[config.mk]
export PLATFORM = sky130hd
export DESIGN_NAME = sw_serial_port
export DESIGN_NICKNAME = d
export VERILOG_FILES = /design/src/rtl/sw_pkg.sv /design/src/rtl/sw_sync.sv /design/src/rtl/sw_serial_core.sv /design/src/rtl/sw_serial_port.sv
export SDC_FILE = /design/constraint.sdc
export NUM_CORES = 1
export LEC_CHECK = 0
export BUFFER_PORTS_ARGS = -buffer_cell sky130_fd_sc_hd__buf_2
export CAP_MARGIN = 20
export CORE_MARGIN = 2
export CORE_UTILIZATION = 35
export CTS_CLUSTER_DIAMETER = 50
export CTS_CLUSTER_SIZE = 8
export DETAILED_ROUTE_END_ITERATION = 8
export PLACE_DENSITY = 0.62
export SETUP_SLACK_MARGIN = 0.4
export SLEW_MARGIN = 40
export SYNTH_ARGS = -nofsm -noshare
export SYNTH_HDL_FRONTEND = slang
export SYNTH_SLANG_ARGS = --single-unit
[constraint.sdc]
create_clock -name clk -period 2.83 [get_ports clk]
set_clock_uncertainty 0.05 [all_clocks]
set_input_delay 0.566 -clock clk [delete_from_list [all_inputs] [get_ports clk]]
set_output_delay 0.566 -clock clk [all_outputs]
set_load 0.05 [all_outputs]
[src/rtl/sw_pkg.sv]
package sw_pkg;
    localparam int unsigned DEF_CHANNELS = 16;
    localparam int unsigned DEF_FRAME    = 24;
    localparam int unsigned DEF_SYNC     = 2;

    typedef struct packed {
        logic lvl;
        logic rise;
        logic fall;
    } sw_edge_t;
endpackage

[src/rtl/sw_sync.sv]
module sw_sync #(
    parameter int unsigned W      = 3,
    parameter int unsigned STAGES = 2,
    parameter logic [W-1:0] RST_V = '0
) (
    input  logic         clk,
    input  logic         rst_n,
    input  logic [W-1:0] din,
    output sw_pkg::sw_edge_t [W-1:0] ev
);
    localparam int unsigned DEPTH = STAGES + 1;

    typedef struct packed {
        logic [DEPTH-1:0][W-1:0] pipe;
    } sync_st_t;

    sync_st_t st_d, st_q;

    always_comb begin
        st_d = st_q;
        st_d.pipe[0] = din;
        for (int s = 1; s < DEPTH; s++) begin
            st_d.pipe[s] = st_q.pipe[s-1];
        end
    end

    always_ff @(posedge clk or negedge rst_n) begin
        if (!rst_n) st_q <= {DEPTH{RST_V}};
        else        st_q <= st_d;
    end

    for (genvar b = 0; b < W; b++) begin : g_edge
        assign ev[b].lvl  = st_q.pipe[STAGES-1][b];
        assign ev[b].rise = st_q.pipe[STAGES-1][b] & ~st_q.pipe[STAGES][b];
        assign ev[b].fall = ~st_q.pipe[STAGES-1][b] & st_q.pipe[STAGES][b];
    end
endmodule

[src/rtl/sw_serial_core.sv]
module sw_serial_core #(
    parameter int unsigned FRAME = 24
) (
    input  logic             clk,
    input  logic             rst_n,
    input  logic             active,
    input  logic             cs_fall,
    input  logic             cs_rise,
    input  logic             sclk_rise,
    input  logic             sclk_fall,
    input  logic             sdi,
    input  logic [FRAME-1:0] status_i,
    output logic             sdo,
    output logic             sdo_oe,
    output logic             cmd_valid,
    output logic [FRAME-1:0] cmd
);
    localparam int unsigned CNTW = $clog2(FRAME + 2);
    localparam logic [CNTW-1:0] CNT_FULL = CNTW'(FRAME);
    localparam logic [CNTW-1:0] CNT_SAT  = CNTW'(FRAME + 1);

    typedef struct packed {
        logic [FRAME-1:0] rx;
        logic [FRAME-1:0] tx;
        logic [CNTW-1:0]  cnt;
        logic             sdo;
        logic             oe;
        logic             vld;
        logic [FRAME-1:0] cmd;
    } core_st_t;

    core_st_t st_d, st_q;

    always_comb begin
        st_d     = st_q;
        st_d.vld = 1'b0;
        st_d.oe  = active;
        if (cs_fall) begin
            st_d.tx  = status_i;
            st_d.rx  = '0;
            st_d.cnt = '0;
            st_d.sdo = 1'b0;
        end else if (active) begin
            if (sclk_fall) begin
                st_d.rx = {st_q.rx[FRAME-2:0], sdi};
                if (st_q.cnt != CNT_SAT) st_d.cnt = st_q.cnt + 1'b1;
            end
            if (sclk_rise) begin
                st_d.sdo = st_q.tx[FRAME-1];
                st_d.tx  = {st_q.tx[FRAME-2:0], 1'b0};
            end
        end
        if (cs_rise && st_q.cnt == CNT_FULL) begin
            st_d.vld = 1'b1;
            st_d.cmd = st_q.rx;
        end
        if (!active) st_d.sdo = 1'b0;
    end

    always_ff @(posedge clk or negedge rst_n) begin
        if (!rst_n) st_q <= '0;
        else        st_q <= st_d;
    end

    assign sdo       = st_q.sdo;
    assign sdo_oe    = st_q.oe;
    assign cmd_valid = st_q.vld;
    assign cmd       = st_q.cmd;

    // a frame of the wrong length never produces a command
    a_r8_no_short_commit: assert property (@(posedge clk) disable iff (!rst_n)
        (cs_rise && st_q.cnt != CNT_FULL) |=> !cmd_valid);

    // the transmit register holds the status present at chip-select fall
    a_r4_snapshot: assert property (@(posedge clk) disable iff (!rst_n)
        cs_fall |=> (st_q.tx == $past(status_i)));

    // a rising serial clock puts the pending top bit on sdo
    a_r3_sdo_on_rise: assert property (@(posedge clk) disable iff (!rst_n)
        (sclk_rise && active && !cs_fall) |=> (sdo == $past(st_q.tx[FRAME-1])));
endmodule

[src/rtl/sw_serial_port.sv]
module sw_serial_port #(
    parameter int unsigned CHANNELS = sw_pkg::DEF_CHANNELS,
    parameter int unsigned FRAME    = sw_pkg::DEF_FRAME,
    parameter int unsigned SYNC     = sw_pkg::DEF_SYNC
) (
    input  logic                clk,
    input  logic                rst_n,
    input  logic                cs_n,
    input  logic                sclk,
    input  logic                sdi,
    input  logic [CHANNELS-1:0] fault_i,
    input  logic                ovp_i,
    output logic                sdo,
    output logic                sdo_oe,
    output logic [CHANNELS-1:0] out_en
);
    localparam int unsigned PAD = FRAME - CHANNELS - 2;
    localparam int unsigned I_CS = 2, I_CK = 1, I_DI = 0;

    sw_pkg::sw_edge_t [2:0] ev;

    sw_sync #(.W(3), .STAGES(SYNC), .RST_V(3'b100)) u_sync (
        .clk  (clk),
        .rst_n(rst_n),
        .din  ({cs_n, sclk, sdi}),
        .ev   (ev)
    );

    logic             active, cs_fall, cs_rise;
    logic [FRAME-1:0] status_w, cmd_w;
    logic             cmd_vld;

    assign active  = ~ev[I_CS].lvl;
    assign cs_fall = ev[I_CS].fall;
    assign cs_rise = ev[I_CS].rise;

    always_comb begin
        status_w = {(|fault_i) | ovp_i, ovp_i, {PAD{1'b0}}, fault_i};
    end

    sw_serial_core #(.FRAME(FRAME)) u_core (
        .clk      (clk),
        .rst_n    (rst_n),
        .active   (active),
        .cs_fall  (cs_fall),
        .cs_rise  (cs_rise),
        .sclk_rise(ev[I_CK].rise),
        .sclk_fall(ev[I_CK].fall),
        .sdi      (ev[I_DI].lvl),
        .status_i (status_w),
        .sdo      (sdo),
        .sdo_oe   (sdo_oe),
        .cmd_valid(cmd_vld),
        .cmd      (cmd_w)
    );

    typedef struct packed {
        logic [CHANNELS-1:0] en;
    } top_st_t;

    top_st_t st_d, st_q;

    always_comb begin
        st_d = st_q;
        if (cmd_vld) st_d.en = cmd_w[CHANNELS-1:0];
    end

    always_ff @(posedge clk or negedge rst_n) begin
        if (!rst_n) st_q <= '0;
        else        st_q <= st_d;
    end

    assign out_en = st_q.en;

    // enables move only when the core delivers an accepted command
    a_r10_en_hold: assert property (@(posedge clk) disable iff (!rst_n)
        !cmd_vld |=> $stable(out_en));

    // accepted command lands in the enable register
    a_r1_commit: assert property (@(posedge clk) disable iff (!rst_n)
        cmd_vld |=> (out_en == $past(cmd_w[CHANNELS-1:0])));

    // deselected port releases and zeroes its serial output
    a_r7_oe_off: assert property (@(posedge clk) disable iff (!rst_n)
        !active |=> (!sdo_oe && !sdo));
endmodule

==> results of run 1 <==
-- worst max path at each step --
stage / to / slack [ns] / startpoint
2_1_floorplan: u_core.cmd[10] / 1.20 / u_core.st_q[27]
3_3_place_gp: u_core.st_q[55] / 0.70 / u_sync.st_q[8]
3_5_place_dp: u_core.st_q[55] / 0.59 / u_sync.st_q[8]
4_1_cts: u_core.st_q[55] / 0.59 / u_sync.st_q[8]
5_1_grt: u_core.st_q[55] / 0.56 / u_sync.st_q[8]
6_report: u_core.st_q[55] / 0.73 / u_sync.st_q[8]
-- cell usage in the layout (no fill, tap or decap), types with 9 or more instances in the layout --
master,instances
dfrtp_1,85
a21oi_1,18
o21ai_0,17
mux2_4,9
nand2_1,18
and3_1,17
a22o_1,23
clkbuf_8,9
mux2_2,24
buf_2,38
-- synthesized netlist by cell type, types with 5 or more instances --
library cell and number:
nand2_1 18, a21oi_1 18, buf_2 8, clkbuf_1 5, a22o_1 23, dfrtp_1 85, mux2_4 9, o21ai_0 17
and3_1 17, mux2_2 24
-- metal layers --
layer,wire [um],global-route usage,up-vias
met1,3030,0.172,1086
met3,271,0.0343,12
met5,0,0,-
met2,2760,0.180,52
li1,-,-,1048
met4,91,0.0429,0
-- report_power, final --
part | internal, W | leakage (nW) | switching (W)
Sequential | 0.00131 | 1.18 | 0.0000346
Combinational | 0.0000552 | 0.779 | 0.0000932
Clock | 0.000417 | 0.0977 | 0.000459
Total | 0.00178 | 2.06 | 0.000587
-- sequential cells by signal (all words and copies together), names as in the netlist --
register / count
u_sync.st_d: 3
u_core.st_q: 45
u_core.cmd_valid: 1
u_core.cmd: 16
u_sync.st_q: 2
u_core.sdo: 1
out_en: 16
u_core.sdo_oe: 1
u_sync.ev: 3
-- stage by stage --
step / util / setup WS, ns
2_1_floorplan: - / 1.20
3_3_place_gp: 0.392 / 0.697
3_5_place_dp: 0.392 / 0.595
4_1_cts: 0.413 / 0.591
5_1_grt: 0.413 / 0.562
6_report: 0.413 / 0.726
-- cell type report --
class                   instances  share of cell area
clock buffers                   9              0.0305
flip-flops and latches         88               0.545
multi-input cells             161               0.303
inverters                       4             0.00370
well taps                     133              0.0410
clock inverters                 7              0.0194
repair buffers                 42              0.0574
-- kinds of logic (layout without fill, tap and decap cells) --
group | Yosys count | in the layout
flops | 88 | 88
mux | 35 | 35
buf+inv | 21 | 62
simple gates | 59 | 59
compound gates | 64 | 64
fa+ha+maj | 3 | 3
-- critical path: stages, from the launching register on --
cell	delay, ns
dfstp_4	0.79
inv_1	0.28
a21o_2	0.48
a22oi_1	0.25
o21ai_0	0.12
-- what timing repair did --
action / in CTS / in global routing
resized for setup: 0 / 1
buffers inserted: 0 / 0
setup endpoints to repair: 0 / 1
==> results.md, run 1 <==
* Status: finished clean
* Syn Inst Count at 270
* CTS root buf: clkbuf_8
* Hold Buf Count CTS at 0
* DR iter-0 viols at 98
* Cts bufs inserted at 9
* Yosys top cell area share at 0.599
* Synth cell types at 37
* Synth-to-layout area growth at 14.2%
* Routability cong. at 0.793
* Sequential element share of the synthesized area at 0.621
* Fin. Hold Viols at 0
* Crit end category: flop
* Area of the multi-input gates at 1230 um^2
* Multiplexer share of the synthesized area at 0.120
* DRT Wirelength at 6160 um
* Worst hold slack at 0.168 ns
* Vias in the first global route at 2157
* # DRC at 0
* Die width at 105 um
* Worst-path clk slew at 0.09 ns
* Worst Hold Class: input port to async pin
* Placement Cell Area at 3850 um^2
* Crit start category: flop
* Final Max Tran Viols at 0
* Setup TNS at 0 ns
* Max_cap viols at 0
* WL/cell at 13.9 um
* Top cells by area, synth: dfrtp_1, mux2_2, a22o_1, mux2_4, and3_1
* Port Buffers at 39
* PD cells at 583 nW/um^2
* Min Clock Period, post-route at 2.10 ns
* CTS tree: yes
* Worst Path Class, Setup: flop to flop
* Worst reg-to-reg path cell count at 4
* Die area at 11000 um^2
* FF-to-FF Start: u_sync.st_q[8]
* Router iterations before antenna repair at 4
* ANT nets after route at 0
* Non-Filler Instances at 444
* Post-synthesis async set-or-reset flop share at 1.00
* Vias per std cell at 4.95
* Placed cell count at 428
* Area share of and/or/nand/nor cells after synthesis at 0.0993
* Req. time, crit path at 3.01 ns
* Diodes inserted at 0
* Fraction of layout cells with a size suffix above 1 at 0.322
* FILL cells at 936
* Total Power at 0.00237 W
* Cell Area, Synth at 3550 um^2
* Num rows at 36
* Final Cycle Share at 0.744
* Worst Tran Pin Value at 0.765 ns
* Ys flop type: dfrtp_1
* RSZ-0062 raised after global routing: no
* Initial Util at 0.362
* Worst skew pair latency at 0.35 ns
* Final #Nets at 331
* Leakage power at 2.06 nW
* Largest family of logic cells by synthesized area: multiplexers
* Fmax at 475 MHz
* First-pass GRT wire length at 10800 um
* DPL Wire Length at 3980 um
* Final setup viols at 0
* Core Area at 9820 um^2
* Clk buf depth at 2
* Relative slew slack at 0.486
* Register area at 2210 um^2
* Total grt overflow at 0
* Crit Path Max Fanout at 40
* Synth Area per Inst at 13.2 um^2
* Reg2reg end: u_core.st_q[55]
* Syn Nets at 295
* Antenna violations before repair at 0
* Final instance area at 4060 um^2
* Die Y at 105 um
* Worst ir drop on vdd at 0.000254 V
* # IOs at 40
* Pin count of the biggest net entering global routing at 49
* Synth Area in Adders at 0.0106
* Number of synthesized flops with an enable pin at 0
* Area leader, netlist: dfrtp_1
* Compound-Gate Fraction of Synth Area at 0.117
* Total GRT Usage at 0.122
* # clock sinks at 88
* Worst Path Arrival at 2.28 ns
* Warning count from the yosys run at 0
* CTS HTree Levels at 3
* Reg-to-reg slack, setup at 0.73 ns
* Post-synthesis register bit count at 88
* Via count at 2198
* Area share of xor/xnor cells in the synthesized design at 0
(Power assumes the default switching activity.)
==> run 2, diff against run 1 <==
==> constraint.sdc (replaced) <==
create_clock -name clk -period 2 [get_ports clk]
set_clock_uncertainty 0.05 [all_clocks]
set_input_delay 0.4 -clock clk [delete_from_list [all_inputs] [get_ports clk]]
set_output_delay 0.4 -clock clk [all_outputs]
set_load 0.05 [all_outputs]
==> results.md, run 2 (synthesis results as in run 1) <==
* Setup crit end: u_core.st_q[27]
* Via count at 2272 (+3.4%)
* Max reg flops at 45 (unchanged)
* Total grt overflow at 0 (unchanged)
* Final setup viols at 0 (unchanged)
* Most frequent cells in the layout: dfrtp_1, buf_2, a22o_1, mux2_2
* Setup TNS at 0 ns (unchanged)
* Commonest non-fill, non-tap cell in the layout: dfrtp_1
* FILL cells at 958 (+2.4%)
* Die Y at 105 um (unchanged)
* Fmax at 611 MHz (+29%)
* Crit path cell chain: nor2b_4 -> or3b_4 -> nand2b_4 -> mux2_4
* DR iter-0 viols at 69 (-30%)
* Antenna violations before repair at 1 (+1)
* Final #Nets at 345 (+4.2%)
* CTS tree: yes
* Cts bufs inserted at 9 (unchanged)
* Worst reg-to-reg path cell count at 4 (unchanged)
* Total GRT Usage at 0.124 (+0.00170)
* # clock sinks at 88 (unchanged)
* Die width at 105 um (unchanged)
* Worst skew pair latency at 0.36 ns (about the same)
* RSZ-0062 raised after global routing: yes
* Synth-to-layout area growth at 20.2%
* Worst Hold Class: input port to flop
* Reg2reg end: u_core.st_q[27]
* Worst setup startpoint: u_sync.ev[8]
* Pin count of the biggest net entering global routing at 45 (-8.2%)
* Largest Register: u_core.st_q
* Leakage power at 2.18 nW (+6.0%)
* FF-to-FF Start: u_sync.ev[8]
* Crit start category: flop
* Clk buf depth at 2 (unchanged)
* Area of the multi-input gates at 1270 um^2 (+2.9%)
* Final Cycle Share at 0.818 (+0.0741)
* Crit path largest cell delay at 0.62 ns (-0.17 ns)
* DRT Wirelength at 6490 um (+5.4%)
* Bufs and invs on worst path at 0 (-1)
* CTS HTree Levels at 3 (unchanged)
* Min Clock Period, post-route at 1.64 ns (-0.469 ns)
* Num rows at 36 (unchanged)
* WL/cell at 14.2 um (+2.2%)
* PD cells at 836 nW/um^2 (+43%)
* Routability cong. at 0.736 (-7.1%)
* Worst-path clk slew at 0.09 ns (about the same)
* Req. time, crit path at 2.20 ns (-0.81 ns)
* Core Area at 9820 um^2 (unchanged)
* Status: finished clean
* Max_cap viols at 0 (unchanged)
* Diodes inserted at 0 (unchanged)
* DPL Wire Length at 4190 um (+5.2%)
* Router iterations before antenna repair at 4 (unchanged)
* Worst ir drop on vdd at 0.000403 V (+59%)
* Worst Tran Pin Value at 0.679 ns (-0.0864 ns)
* Worst hold slack at 0.0776 ns (-0.0903 ns)
* Final Max Tran Viols at 0 (unchanged)
* CTS root buf: clkbuf_8
* Register area at 2210 um^2 (-0.17%)
* Hold depth at 1
* Relative slew slack at 0.548 (+0.0615)
* Initial Util at 0.362 (unchanged)
* Fraction of layout cells with a size suffix above 1 at 0.360 (+0.0385)
* Vias per std cell at 4.96 (+0.21%)
* Port Buffers at 39 (unchanged)
* Worst Path Class, Setup: flop to flop
* Vias in the first global route at 2202 (+2.1%)
* # DRC at 0 (unchanged)
* Crit-path slowest cell: dfstp_2
* Fin. Hold Viols at 0 (unchanged)
* Crit Path Max Fanout at 6 (-85%)
* ANT nets after route at 0 (unchanged)
* First-pass GRT wire length at 10900 um (+0.64%)
* Die area at 11000 um^2 (unchanged)
* Crit end category: flop
* Reg-to-reg slack, setup at 0.36 ns (-0.36 ns)
* Worst Path Arrival at 1.83 ns (-0.45 ns)
* CP top delay family: flip-flops
* Worst path depth at 4 (unchanged)
* # IOs at 40 (unchanged)
[run 2: changes by cell type in the layout (fill, tap and decap cells not counted), sizes merged]
cell,change
clkbuf,+1
buf,+13
dlygate4sd3,+1
clkinvlp,-2
bufinv,+1
[run 2: final cells by class]
cell class	count	share of cell area
clock inverters	6	0.0234
inverters	4	0.00352
flip-flops and latches	88	0.517
clock buffers	10	0.0322
multi-input cells	161	0.297
well taps	133	0.0390
repair buffers	56	0.0885
[run 2: what timing repair did]
action                                  in CTS  in global routing
endpoints found under the setup margin      11                 36
hold buffers                                 1                  0
cloned                                       0                  1
gates resized for setup                      3                  8
pin swaps                                    0                  3
setup buffers                                4                  3
hold endpoints to repair                    19                  0
[run 2: metal layers]
| layer | wire, um | global-route usage | vias to the layer above |
|---|---|---|---|
| li1 | - | - | 1073 |
| met1 | 3060 | 0.161 | 1120 |
| met3 | 334 | 0.0424 | 14 |
| met5 | 11 | 0 | - |
| met4 | 125 | 0.0429 | 2 |
| met2 | 2950 | 0.193 | 63 |
[run 2: where the power goes]
group          switching, W  internal [W]  total [W]
Sequential        0.0000417       0.00185    0.00189
Clock              0.000664      0.000759    0.00142
Combinational      0.000150      0.000109   0.000259
Total              0.000855       0.00272    0.00357
[run 2: worst min path at each step]
stage	startpoint	to
5_1_grt	cs_n	u_sync.st_d[5]
2_1_floorplan	rst_n	out_en[0]
6_report	cs_n	u_sync.st_d[5]
3_3_place_gp	u_sync.st_d[3]	u_sync.ev[2]
4_1_cts	cs_n	u_sync.st_d[5]
3_5_place_dp	u_sync.st_d[4]	u_sync.ev[5]
[run 2: through the flow]
step                      area, um^2   util  setup WS [ns]  instances  power (W)
after detailed placement        3920  0.399          0.337        433    0.00216
after global routing            4270  0.435          0.328        458    0.00374
after floorplan                 3560      -          0.368        270    0.00205
after CTS                       4210  0.428          0.364        454    0.00360
final                           4270  0.435          0.365        458    0.00357
after global placement          3920  0.399          0.360        433    0.00215
[run 2: worst reg2reg max path, delay by kind of cell, from the launching register on]
kind             cells  cell delay (ns)
and+or+nand+nor      3             0.56
muxes                1             0.30
DFF                  1             0.62
==> run 3, diff against run 2 <==
--- a/config.mk
+++ b/config.mk
@@ -12,7 +12,7 @@
 export CTS_CLUSTER_DIAMETER = 50
 export CTS_CLUSTER_SIZE = 8
 export DETAILED_ROUTE_END_ITERATION = 8
-export PLACE_DENSITY = 0.62
+export PLACE_DENSITY = 0.64
 export SETUP_SLACK_MARGIN = 0.4
 export SLEW_MARGIN = 40
 export SYNTH_ARGS = -nofsm -noshare
==> constraint.sdc (replaced) <==
create_clock -name clk -period 1.4 [get_ports clk]
set_clock_uncertainty 0.05 [all_clocks]
set_input_delay 0.28 -clock clk [delete_from_list [all_inputs] [get_ports clk]]
set_output_delay 0.28 -clock clk [all_outputs]
set_load 0.05 [all_outputs]
==> results.md, run 3 (synthesis results as in run 1) <==
* Worst Hold Class: input port to flop
* Worst Path Arrival at 1.80 ns (-0.03 ns)
* Cts bufs inserted at 9 (unchanged)
* Core Area at 9820 um^2 (unchanged)
* DR iter-0 viols at 77 (+12%)
* Num rows at 36 (unchanged)
* Req. time, crit path at 1.60 ns (-0.60 ns)
* Crit end category: flop
* Final setup viols at 61 (+61)
* Pre-CTS setup slack at -0.182 ns (-0.519 ns)
* Status: finished with violations
* Min Clock Period, post-route at 1.60 ns (-0.0364 ns)
* Die width at 105 um (unchanged)
* Antenna violations before repair at 0 (-1)
* Fraction of layout cells with a size suffix above 1 at 0.575 (+0.215)
* Crit start category: flop
* Met1 Track Usage GR at 0.185 (+0.0241)
* Busiest grt layer: met2
* RSZ-0062 raised after global routing: yes
* Most frequent cells in the layout: dfrtp_1, mux2_4, buf_4
* CTS tree: yes
* Non-Filler Instances at 507 (+11%)
* Relative slew slack at 0.761 (+0.213)
* Diodes inserted at 0 (unchanged)
* Final Cycle Share at 1.14 (+0.324)
* Vias per std cell at 4.99 (+0.51%)
* Port Buffers at 39 (unchanged)
* Crit Path Max Fanout at 8 (+2)
* Fin. Hold Viols at 0 (unchanged)
* CTS root buf: clkbuf_8
* Worst Tran Pin Value at 0.355 ns (-0.323 ns)
* Worst Path Class, Setup: flop to flop
* CTS HTree Levels at 3 (unchanged)
* Final Max Tran Viols at 0 (unchanged)
* Die area at 11000 um^2 (unchanged)
* FILL cells at 824 (-14%)
* Worst skew pair latency at 0.36 ns (about the same)
* # IOs at 40 (unchanged)
* Pin count of the biggest net entering global routing at 47 (+4.4%)
* Placed cell count at 454 (+4.8%)
* Total GRT Usage at 0.141 (+0.0177)
* Routability cong. at 0.729 (-1.1%)
* Worst ir drop on vdd at 0.000558 V (+38%)
* M2 GR Usage at 0.228 (+0.0353)
* Router iterations before antenna repair at 4 (unchanged)
* ANT nets after route at 0 (unchanged)
* Register area at 2210 um^2 (+0.34%)
* First-pass GRT wire length at 12400 um (+14%)
* DRT Wirelength at 8190 um (+26%)
* Commonest non-fill, non-tap cell in the layout: dfrtp_1
* PD cells at 950 nW/um^2 (+14%)
* Vias in the first global route at 2512 (+14%)
* Leakage power at 2.55 nW (+17%)
* WL/cell at 16.1 um (+14%)
* Fmax at 625 MHz (+2.3%)
* Final WS setup at -0.199 ns (-0.564 ns)
* Max_cap viols at 0 (unchanged)
* Initial Util at 0.362 (unchanged)
* Final #Nets at 394 (+14%)
* Worst-path clk slew at 0.09 ns (about the same)
* Max reg flops at 45 (unchanged)
* Die Y at 105 um (unchanged)
* Via count at 2528 (+11%)
* Largest Register: u_core.st_q
* Area of the multi-input gates at 1600 um^2 (+26%)
* Failing checks: setup timing
* Setup TNS at -6.78 ns (-6.78 ns)
* DPL Wire Length at 4420 um (+5.4%)
* Clk buf depth at 2 (unchanged)
* Total grt overflow at 0 (unchanged)
* GRT met3 Usage at 0.0443 (+0.00187)
* # clock sinks at 88 (unchanged)
* # DRC at 0 (unchanged)
* Synth-to-layout area growth at 49.9%
[run 3: stage by stage]
stage	total power (W)	util	area [um^2]	hold slack, ns
after floorplan	0.00293	-	3610	-0.0656
after global placement	0.00312	0.419	4110	0.116
after detailed placement	0.00314	0.419	4110	0.115
after CTS	0.00495	0.487	4780	0.0943
after global routing	0.00531	0.543	5330	0.0992
final	0.00506	0.543	5330	0.113
[run 3: where the power goes]
| part | switching [W] | internal, W |
|---|---|---|
| Sequential | 0.0000691 | 0.00264 |
| Clock | 0.000923 | 0.000763 |
| Combinational | 0.000320 | 0.000347 |
[run 3: area by class of cell]
type | instances | area share
clock buffer | 12 | 0.0291
clock inverter | 4 | 0.00634
inverter | 4 | 0.00470
multi-input combinational | 163 | 0.299
sequential | 88 | 0.415
tap | 133 | 0.0312
timing repair buffer | 103 | 0.214
[run 3: timing repair]
| action | 4_1_cts | 5_1_grt |
|---|---|---|
| hold buffers | 4 | 0 |
| setup endpoints to repair | 93 | 99 |
| buffers inserted | 6 | 14 |
| endpoints found under the hold margin | 36 | 0 |
| resized for setup | 108 | 63 |
| gates cloned | 4 | 9 |
| pin swaps | 17 | 17 |
[run 3: worst max-delay path, stage by stage, from the launching register on]
cell	delay, ns
dfrtp_1	0.42
inv_2	0.09
ha_4	0.14
nand2_4	0.05
nor3_4	0.14
buf_12	0.14
clkbuf_16	0.15
mux2_4	0.30
[run 3: worst paths after layout]
kind                                       from              end  slack, ns  depth (start not counted)
worst min register to register   u_sync.st_d[3]     u_sync.ev[2]       0.30                          0
worst min-delay path                 fault_i[0]  u_core.st_q[32]       0.11                          2
min in group asynchronous                 rst_n       out_en[15]       0.28                          2
worst max register to register  u_core.st_q[27]   u_core.cmd[12]      -0.20                          7
worst max-delay path            u_core.st_q[27]   u_core.cmd[12]      -0.20                          7
max in group asynchronous                 rst_n   u_sync.st_d[3]       0.50                          3
[run 3: per-layer routing]
metal | vias up | part of all wire
met4 | 0 | 0.015
met2 | 68 | 0.51
met3 | 16 | 0.049
met1 | 1266 | 0.43
li1 | 1178 | -
met5 | - | 0
